$ cat config.mk
export PLATFORM = sky130hd
export DESIGN_NAME = bus_wake_qualifier
export DESIGN_NICKNAME = d
export VERILOG_FILES = /design/src/rtl/wq_pkg.sv /design/src/rtl/wq_sat_cnt.sv /design/src/rtl/wq_remote.sv /design/src/rtl/wq_local.sv /design/src/rtl/bus_wake_qualifier.sv
export SDC_FILE = /design/constraint.sdc
export NUM_CORES = 1
export LEC_CHECK = 0
export BUFFER_PORTS_ARGS = -buffer_cell sky130_fd_sc_hd__buf_2
export CORE_MARGIN = 2
export CORE_UTILIZATION = 55
export DETAILED_ROUTE_END_ITERATION = 7
export MAX_ROUTING_LAYER = met4
export PLACE_DENSITY = 0.81
export RECOVER_POWER = 100
export SETUP_SLACK_MARGIN = 0.1
export SLEW_MARGIN = 20
export SYNTH_ARGS = -nofsm -noshare
export SYNTH_HDL_FRONTEND = slang
export SYNTH_SLANG_ARGS = --single-unit
$ cat constraint.sdc
create_clock -name clk -period 1.86 [get_ports clk]
set_input_delay 0.093 -clock clk [delete_from_list [all_inputs] [get_ports clk]]
set_output_delay 0.093 -clock clk [all_outputs]
set_load 0.1 [all_outputs]
$ cat src/rtl/wq_pkg.sv
`timescale 1ns/1ps
package wq_pkg;

  typedef enum logic [2:0] {
    RS_IDLE,
    RS_MON,
    RS_HOLD,
    RS_SHORT,
    RS_LOCK
  } rstate_t;

  typedef enum logic [1:0] {
    LS_REARM,
    LS_ARMED,
    LS_FILT
  } lstate_t;

  // Bits needed to hold values 0..max_val (at least one bit).
  function automatic int cnt_w(input int max_val);
    int w;
    w = 1;
    while ((1 << w) <= max_val) w++;
    return w;
  endfunction

  function automatic int max2(input int a, input int b);
    return (a > b) ? a : b;
  endfunction

endpackage

$ cat src/rtl/wq_sat_cnt.sv
`timescale 1ns/1ps
module wq_sat_cnt #(
  parameter int W   = 4,
  parameter int MAX = 15
) (
  input  logic         clk,
  input  logic         rst,
  input  logic         clr,
  input  logic         inc,
  output logic [W-1:0] cnt_o
);
  localparam logic [W-1:0] LIM = W'(MAX);

  always_ff @(posedge clk) begin
    if (rst || clr)
      cnt_o <= '0;
    else if (inc && (cnt_o != LIM))
      cnt_o <= cnt_o + 1'b1;
  end
endmodule

$ cat src/rtl/wq_remote.sv
`timescale 1ns/1ps
module wq_remote
  import wq_pkg::*;
#(
  parameter int BUS_FILT_CYC = 1800,
  parameter int MON_CYC      = 200000,
  parameter int REARM_CYC    = 60
) (
  input  logic clk,
  input  logic rst,
  input  logic sleep_i,
  input  logic lo_i,
  input  logic hi_i,
  input  logic dom_i,
  output logic rx_en_o,
  output logic wake_o
);
  localparam int MW = cnt_w(MON_CYC - 1);
  localparam int FW = cnt_w(BUS_FILT_CYC);
  localparam int HW = cnt_w(REARM_CYC - 1);
  localparam logic [MW-1:0] MON_LAST = MW'(MON_CYC - 1);
  localparam logic [FW-1:0] RUN_MIN  = FW'(BUS_FILT_CYC);
  localparam logic [HW-1:0] HI_LAST  = HW'(REARM_CYC - 1);

  rstate_t st_q, st_d;
  logic    wake_d;
  logic    in_win, mon_end;
  logic    run_inc, hi_inc;
  logic [MW-1:0] mon_cnt;
  logic [FW-1:0] run_cnt;
  logic [HW-1:0] hi_cnt;

  assign in_win  = (st_q == RS_MON) || (st_q == RS_HOLD);
  assign mon_end = in_win && (mon_cnt == MON_LAST);
  assign run_inc = in_win && dom_i;
  assign hi_inc  = (st_q == RS_LOCK) && hi_i;

  // cycles spent with the receiver powered
  wq_sat_cnt #(.W(MW), .MAX(MON_CYC - 1)) u_mon (
    .clk(clk), .rst(rst), .clr(!sleep_i || !in_win), .inc(in_win), .cnt_o(mon_cnt)
  );

  // length of the current dominant run
  wq_sat_cnt #(.W(FW), .MAX(BUS_FILT_CYC)) u_run (
    .clk(clk), .rst(rst), .clr(!sleep_i || !run_inc), .inc(run_inc), .cnt_o(run_cnt)
  );

  // consecutive high-level samples while locked
  wq_sat_cnt #(.W(HW), .MAX(REARM_CYC - 1)) u_hi (
    .clk(clk), .rst(rst), .clr(!sleep_i || !hi_inc), .inc(hi_inc), .cnt_o(hi_cnt)
  );

  always_comb begin
    st_d   = st_q;
    wake_d = 1'b0;
    if (!sleep_i) begin
      st_d = RS_IDLE;
    end else begin
      case (st_q)
        RS_IDLE:  if (lo_i) st_d = RS_MON;
        RS_MON: begin
          if (dom_i)         st_d = mon_end ? RS_SHORT : RS_HOLD;
          else if (!lo_i)    st_d = RS_IDLE;
          else if (mon_end)  st_d = RS_LOCK;
        end
        RS_HOLD: begin
          if (!dom_i) begin
            st_d   = RS_IDLE;
            wake_d = (run_cnt >= RUN_MIN);
          end else if (mon_end) begin
            st_d = RS_SHORT;
          end
        end
        RS_SHORT: begin
          if (!dom_i) begin
            st_d   = RS_IDLE;
            wake_d = 1'b1;
          end
        end
        RS_LOCK:  if (hi_i && (hi_cnt == HI_LAST)) st_d = RS_IDLE;
        default:  st_d = RS_IDLE;
      endcase
    end
  end

  always_ff @(posedge clk) begin
    if (rst) begin
      st_q    <= RS_IDLE;
      rx_en_o <= 1'b0;
      wake_o  <= 1'b0;
    end else begin
      st_q    <= st_d;
      rx_en_o <= (st_d == RS_MON) || (st_d == RS_HOLD);
      wake_o  <= wake_d;
    end
  end
endmodule

$ cat src/rtl/wq_local.sv
`timescale 1ns/1ps
module wq_local
  import wq_pkg::*;
#(
  parameter int WAKE_FILT_CYC = 700,
  parameter int PIN_HIGH_CYC  = 140
) (
  input  logic clk,
  input  logic rst,
  input  logic sleep_i,
  input  logic pin_i,
  output logic wake_o
);
  localparam int CMAX = max2(PIN_HIGH_CYC - 1, WAKE_FILT_CYC - 1);
  localparam int CW   = cnt_w(CMAX);
  localparam logic [CW-1:0] PH_LAST = CW'(PIN_HIGH_CYC - 1);
  localparam logic [CW-1:0] WF_LAST = CW'(WAKE_FILT_CYC - 1);

  lstate_t ls_q, ls_d;
  logic    wake_d, c_clr, c_inc;
  logic [CW-1:0] cnt;

  wq_sat_cnt #(.W(CW), .MAX(CMAX)) u_cnt (
    .clk(clk), .rst(rst), .clr(c_clr), .inc(c_inc), .cnt_o(cnt)
  );

  always_comb begin
    ls_d   = ls_q;
    wake_d = 1'b0;
    c_clr  = 1'b0;
    c_inc  = 1'b0;
    if (!sleep_i) begin
      ls_d  = LS_REARM;
      c_clr = 1'b1;
    end else begin
      case (ls_q)
        LS_REARM: begin
          if (pin_i) begin
            if (cnt == PH_LAST) begin
              ls_d  = LS_ARMED;
              c_clr = 1'b1;
            end else begin
              c_inc = 1'b1;
            end
          end else begin
            c_clr = 1'b1;
          end
        end
        LS_ARMED: begin
          if (!pin_i) begin
            ls_d  = LS_FILT;
            c_inc = 1'b1;
          end
        end
        LS_FILT: begin
          if (!pin_i) begin
            if (cnt >= WF_LAST) begin
              wake_d = 1'b1;
              ls_d   = LS_REARM;
              c_clr  = 1'b1;
            end else begin
              c_inc = 1'b1;
            end
          end else begin
            ls_d  = LS_REARM;
            c_clr = 1'b1;
          end
        end
        default: begin
          ls_d  = LS_REARM;
          c_clr = 1'b1;
        end
      endcase
    end
  end

  always_ff @(posedge clk) begin
    if (rst) begin
      ls_q   <= LS_REARM;
      wake_o <= 1'b0;
    end else begin
      ls_q   <= ls_d;
      wake_o <= wake_d;
    end
  end
endmodule

$ cat src/rtl/bus_wake_qualifier.sv
`timescale 1ns/1ps
module bus_wake_qualifier #(
  parameter int BUS_FILT_CYC  = 1800,
  parameter int MON_CYC       = 200000,
  parameter int REARM_CYC     = 60,
  parameter int WAKE_FILT_CYC = 700,
  parameter int PIN_HIGH_CYC  = 140
) (
  input  logic clk,
  input  logic rst,
  input  logic sleep_i,
  input  logic prewake_lo_i,
  input  logic prewake_hi_i,
  input  logic dom_i,
  input  logic wake_pin_i,
  output logic rx_en_o,
  output logic remote_wake_o,
  output logic local_wake_o
);
  wq_remote #(
    .BUS_FILT_CYC(BUS_FILT_CYC),
    .MON_CYC     (MON_CYC),
    .REARM_CYC   (REARM_CYC)
  ) u_remote (
    .clk    (clk),
    .rst    (rst),
    .sleep_i(sleep_i),
    .lo_i   (prewake_lo_i),
    .hi_i   (prewake_hi_i),
    .dom_i  (dom_i),
    .rx_en_o(rx_en_o),
    .wake_o (remote_wake_o)
  );

  wq_local #(
    .WAKE_FILT_CYC(WAKE_FILT_CYC),
    .PIN_HIGH_CYC (PIN_HIGH_CYC)
  ) u_local (
    .clk    (clk),
    .rst    (rst),
    .sleep_i(sleep_i),
    .pin_i  (wake_pin_i),
    .wake_o (local_wake_o)
  );
endmodule

# --- Yosys cells after proc, flatten, opt, wreduce, memory -nomap -nowiden ---
# Cells that the tools add are included.
totals:
  output_inout_bits: 3
  ram_bits: 0
  wordCells: 95
  mem_count: 0
  mem_bits_ro: 0
  register_bits: 53
  latch_bits: 0
classes:
  bitwise_logic: 2
  n_addsub: 4
  reduce_logical: 26
  n_eq_ne: 19
  multipliers: 0
  mux: 33
  n_shift: 0
  div_mod_pow: 0
  magnitude_cmp: 2
ops:
  columns: ["op", "n"]
  rows:
  - ["3-bit 2-to-1 mux", 9]
  - ["18-bit by 1-bit adder with 18-bit output, second input constant", 1]
  - ["18-bit equality test, second input constant", 1]
  - ["18-bit inequality test, second input constant", 1]
  - ["3-bit case mux with 5 select lines", 1]
  - ["1-bit 2-to-1 mux", 14]
  - ["11-bit by 1-bit adder with 11-bit output, second input constant", 1]
  - ["11-bit >= comparator, second input constant", 1]
  - ["11-bit inequality test, second input constant", 1]
  - ["10-bit by 1-bit adder with 10-bit output, second input constant", 1]
  - ["10-bit by 8-bit equality test with 1-bit output, second input constant", 1]
  - ["10-bit >= comparator, second input constant", 1]
  - ["2-bit 2-to-1 mux", 5]
  - ["10-bit inequality test, second input constant", 1]
  - ["3-bit by 2-bit equality test with 1-bit output, second input constant", 3]
  - ["1-bit logical OR", 9]
  - ["1-bit logical AND", 8]
  - ["6-bit by 1-bit adder with 6-bit output, second input constant", 1]
  - ["3-bit by 1-bit equality test with 1-bit output, second input constant", 2]
  - ["6-bit equality test, second input constant", 1]
  - ["6-bit inequality test, second input constant", 1]
  - ["1-bit case mux with 3 select lines", 2]
  - ["2-bit case mux with 3 select lines", 1]
  - ["1-bit zero test", 4]
  - ["other kinds (13)", 15]

# --- Logic depth before layout (Yosys ltp) ---
depth:
  word_depth: 10
  depth_mapped: 8

# --- Modules after synthesis ---
# Synthesis repeated with hierarchy kept, for this count alone.
hier_totals:
  hier_cells: 356
  hier_area_um2: 3030.4
by_module_without_submodules:
  columns: ["mod", "area_per_inst_um2", "instances", "cells_each"]
  rows:
  - ["wq_sat_cnt (u_remote.u_mon)", 947.2, 1, 112]
  - ["wq_sat_cnt (u_remote.u_run)", 613.1, 1, 71]
  - ["wq_sat_cnt (u_local.u_cnt)", 528.0, 1, 62]
  - ["wq_remote", 417.9, 1, 52]
  - ["wq_sat_cnt (u_remote.u_hi)", 296.5, 1, 34]
  - ["wq_local", 227.7, 1, 25]

# --- Least setup slack after synthesis ---
# OpenSTA, ideal clock, no wires.
synth_path:
  kind: "flip-flop to flip-flop"
  start: "reg u_local.ls_q[1]"
  end: "reg u_local.u_cnt.cnt_o[2]"
  path_buffers: 1
  slack_ps: -133
  period_less_slack_ps: 1993
  t_arrival_ps: 1921
  path_stages_with_launch: 8
  cell_sequence: "dfxtp_1 or3b_1 a21oi_1 a21bo_1 buf_6 and2_4 or4_1 a21oi_1"
synth_via:
  elab_chain_cells: 4
  word_cells_on_any_way: 9
  cone_classes: "eq/ne (2); mux (4); reduce/logical (3)"
synth_rtl:
  columns: ["item", "line_no", "rtl"]
  rows:
  - ["start, declared", "wq_local.sv:19", "lstate_t ls_q, ls_d;"]
  - ["start signal, assigned", "wq_local.sv:82", "ls_q <= ls_d;"]
  - ["2-bit equality test (tied with other cells)", "wq_local.sv:36", "case (ls_q)"]
  - ["1-bit case mux with 3 select lines", "wq_local.sv:36", null]
  - ["1-bit 2-to-1 mux", "wq_local.sv:32", "if (!sleep_i) begin"]
  - ["1-bit logical AND or 1-bit logical OR (tied branches)", "wq_sat_cnt.sv:17, wq_sat_cnt.sv:15", null]
  - ["end signal, assigned", "wq_sat_cnt.sv:18", "cnt_o <= cnt_o + 1'b1;"]
  - ["end, declared", "wq_sat_cnt.sv:10", "output logic [W-1:0] cnt_o"]
# Several ways; a longest one is shown, not always the timed one.
# A chain may end at the register's enable or synchronous reset.

# --- Final worst setup path ---
layout_path:
  start: "reg u_local.u_cnt.cnt_o[2]"
  end: "reg u_local.u_cnt.cnt_o[2]"
layout_via:
  elab_chain_cells: 6
  word_cells_on_any_way: 18
  cone_classes: "add/sub (1); order compare (1); eq/ne (2); mux (12); reduce/logical (2)"
layout_rtl:
  columns: ["item", "line_no"]
  rows:
  - ["10-bit >= comparator or 10-bit by 8-bit equality test with 1-bit output (tied branches)", "wq_local.sv:57, wq_local.sv:39"]
  - ["1-bit 2-to-1 mux, on equally long branches", "wq_local.sv:57, wq_local.sv:39"]
  - ["1-bit 2-to-1 mux, on equally long branches", "wq_local.sv:56, wq_local.sv:38"]
  - ["1-bit case mux with 3 select lines", "wq_local.sv:36"]
  - ["1-bit 2-to-1 mux", "wq_local.sv:32"]
  - ["1-bit logical AND or 1-bit logical OR (tied branches)", "wq_sat_cnt.sv:17, wq_sat_cnt.sv:15"]
# Several ways; a longest one is shown, not always the timed one.

==> qor.txt <==
Status: complete, but fails checks
Violated checks: negative setup slack
PwrDens: 618.4 nW/µm²
Initial antenna violation count: 0
Number of synthesized flops with an enable pin: 0
Syn Nets: 319
TNS Setup: -692.5 ps
Vias/cell: 5.887
Final Setup Violations: 10
Crit. End Element: register
Overflow after GRT: 0
CTS H-Tree Depth: 2
Worst-Margin Slew: 1167 ps
First-pass detailed-route iteration total: 4
Die Y-Extent: 72.36 µm
Syn Inst Count: 307
Leak pwr: 1.111 nW
Hold buffers post-CTS: 0
Yosys warns: 0
Die Area: 5235 µm²
Skew final: 7.066 ps
Rel. slew slack: 22.54%
Worst-Skew Late Latency: 310 ps
Mean Syn Cell Area: 8.371 µm²
Sink Count: 53
Inserted Diodes: 0
Hold Crit Class: input pin to register
Reg2Reg Depth: 9
Setup WS post-layout: -132.1 ps
Crit start category: register
Largest net degree at the start of global routing: 19
Most common cell after layout, fill and taps aside: nor2_1
Fmax: 0.5020 GHz
Worst Hold Launch: wake_pin_i
Final hold violation count: 0
Hold Path Sink: u_local.ls_q[1]$_SDFFE_PP0P_
Worst slack, placed: -90.38 ps
Die Wd: 72.36 µm
First-pass GRT wire length: 9.887 mm
Critical Path AT: 2230 ps
Final period util: 107.1%
Yosys cell types: 48
DR iter-0 viols: 210
Commonest non-fill, non-tap cells in the layout: nor2_1 (54), dfxtp_1 (43), buf_4 (35), nand2_1 (25), xnor2_1 (23)
CP Data Required Time: 2100 ps
Vias in the first global route: 2,217
I/O Pins: 10
Worst reg2reg setup slack: -130 ps
Clk pin slew, worst setup/hold paths: 90 ps
Core ar.: 4414 µm²
Reg2reg start: u_local.u_cnt.cnt_o[2]$_SDFFE_PP0P_
Period minus WS final: 1992 ps
RR Endpoint: u_local.u_cnt.cnt_o[2]$_SDFFE_PP0P_
CTS tree: done
Routability cong.: 0.9418
Post-layout nets: 366
Drt total wl: 6.750 mm
Pwr Total: 2.058 mW
Layout cells sized above 1: 27.89%
Post-Syn Area: 2570 µm²
Crit path kind: register to register
ANT nets after route: 0
Via Count: 2,396
Maxcap violations: 0
WL per Instance: 16.58 µm
Clk buf depth: 2
CTS Buf Count: 5
IO Port Bufs: 9
Hold Path Depth: 3
Area grow syn2layout: 29.50%
Root buf cell: clkbuf_8
Row cnt: 24
Primary FF master, synth: dfxtp_1
#FFs+latches synth: 53
RSZ-0062 raised after global routing: yes
Critical path peak fanout: 9
Worst vdd ir: 0.0005806 V
Initial Util: 58.22%
DRC viols: 0
Register area share after synthesis: 41.29%
Slew Limit Fails: 0
Final cell utilization of the core: 75.40%
DP HPWL: 3.689 mm
Global Route Usage Sum: 24.81%
Post-synth ARST share: 0%
power by group:
part / leakage, nW / internal (mW) / switching (mW) / total [mW]
Clock: 0.0585 / 0.439 / 0.379 / 0.818
Combinational: 0.620 / 0.0368 / 0.0657 / 0.102
Sequential: 0.433 / 1.14 / 0.00176 / 1.14
cells by family after synthesis:
logic type               synth area share, %
buffers and inverters                  3.213
AO/OA/AOI/OAI                          10.61
multiplexers                           1.607
XOR/XNOR                               11.93
AND/OR/NAND/NOR                        28.53
adder cells (fa/ha/maj)                2.824
flip-flops                             41.29
area by class of cell:
cell class / instances / area (µm²)
inverter: 11 / 41.29
clock inverter: 1 / 30.03
timing repair buffer: 49 / 355.3
tap: 52 / 65.06
fill: 268 / 1086
clock buffer: 7 / 86.33
sequential: 53 / 1076
multi-input combinational: 234 / 1674
worst max path at each step:
stage,to,start,depth (start not counted),slack (ps)
floorplan,u_local.u_cnt.cnt_o[2]$_SDFFE_PP0P_,u_local.ls_q[1]$_SDFFE_PP0P_,7,-40
global placement,u_local.u_cnt.cnt_o[2]$_SDFFE_PP0P_,u_local.ls_q[0]$_SDFFE_PP0P_,6,-30
detailed placement,u_local.u_cnt.cnt_o[2]$_SDFFE_PP0P_,u_local.ls_q[0]$_SDFFE_PP0P_,6,-90
CTS,u_local.u_cnt.cnt_o[2]$_SDFFE_PP0P_,u_local.ls_q[1]$_SDFFE_PP0P_,6,-20
global route,u_local.u_cnt.cnt_o[2]$_SDFFE_PP0P_,u_local.u_cnt.cnt_o[2]$_SDFFE_PP0P_,9,-210
finish,u_local.u_cnt.cnt_o[2]$_SDFFE_PP0P_,u_local.u_cnt.cnt_o[2]$_SDFFE_PP0P_,9,-130
metrics by stage:
step,instance area [µm²],std cells,hold slack [ps]
after global placement,2865,387,384.0
after floorplan,2586,307,162.2
after detailed placement,2865,387,387.6
final,3328,407,84.42
after global routing,3328,407,83.71
after CTS,3067,397,66.72
cells in the mapped netlist (6+ instances only):
master / n / area share (%)
nand4_1: 6 / 1.5
nor2_1: 55 / 8.0
clkbuf_1: 7 / 1.0
xnor2_1: 23 / 7.8
nor3_1: 13 / 2.5
dfxtp_1: 53 / 41
xor2_1: 12 / 4.1
a21oi_1: 15 / 2.9
nand3_1: 18 / 3.5
nand2_1: 25 / 3.7
inv_1: 11 / 1.6
layer usage:
metal	wire length [µm]	global-route usage, %	vias to the layer above
met5	0	-	-
met4	225	8.805	0
met3	382	6.806	20
met2	3344	40.16	97
met1	2797	29.64	1120
li1	-	-	1159
timing repair:
item,in CTS,in global routing
resized for setup,15,37
setup endpoints to repair,12,22
hold endpoints to repair,0,0
buffers inserted,2,10
cloned,0,1
pin swaps,2,16
state kept, by name, summed over array words and instances, names as in the netlist:
signal	cells
u_local.ls_q	2
u_local.u_cnt.cnt_o	10
u_local.wake_o	1
u_remote.rx_en_o	1
u_remote.st_q	3
u_remote.u_hi.cnt_o	6
u_remote.u_mon.cnt_o	18
u_remote.u_run.cnt_o	11
u_remote.wake_o	1
critical path, cell delays in order, from the launching register on:
cell and delay, ps:
dfxtp_2 370, nor4b_1 380, buf_4 190, nand3_2 130
a21oi_4 210, buf_12 170, and2_4 150, buf_4 90
o31ai_1 70, a21oi_1 150
Power figures use the tool's default switching activity.
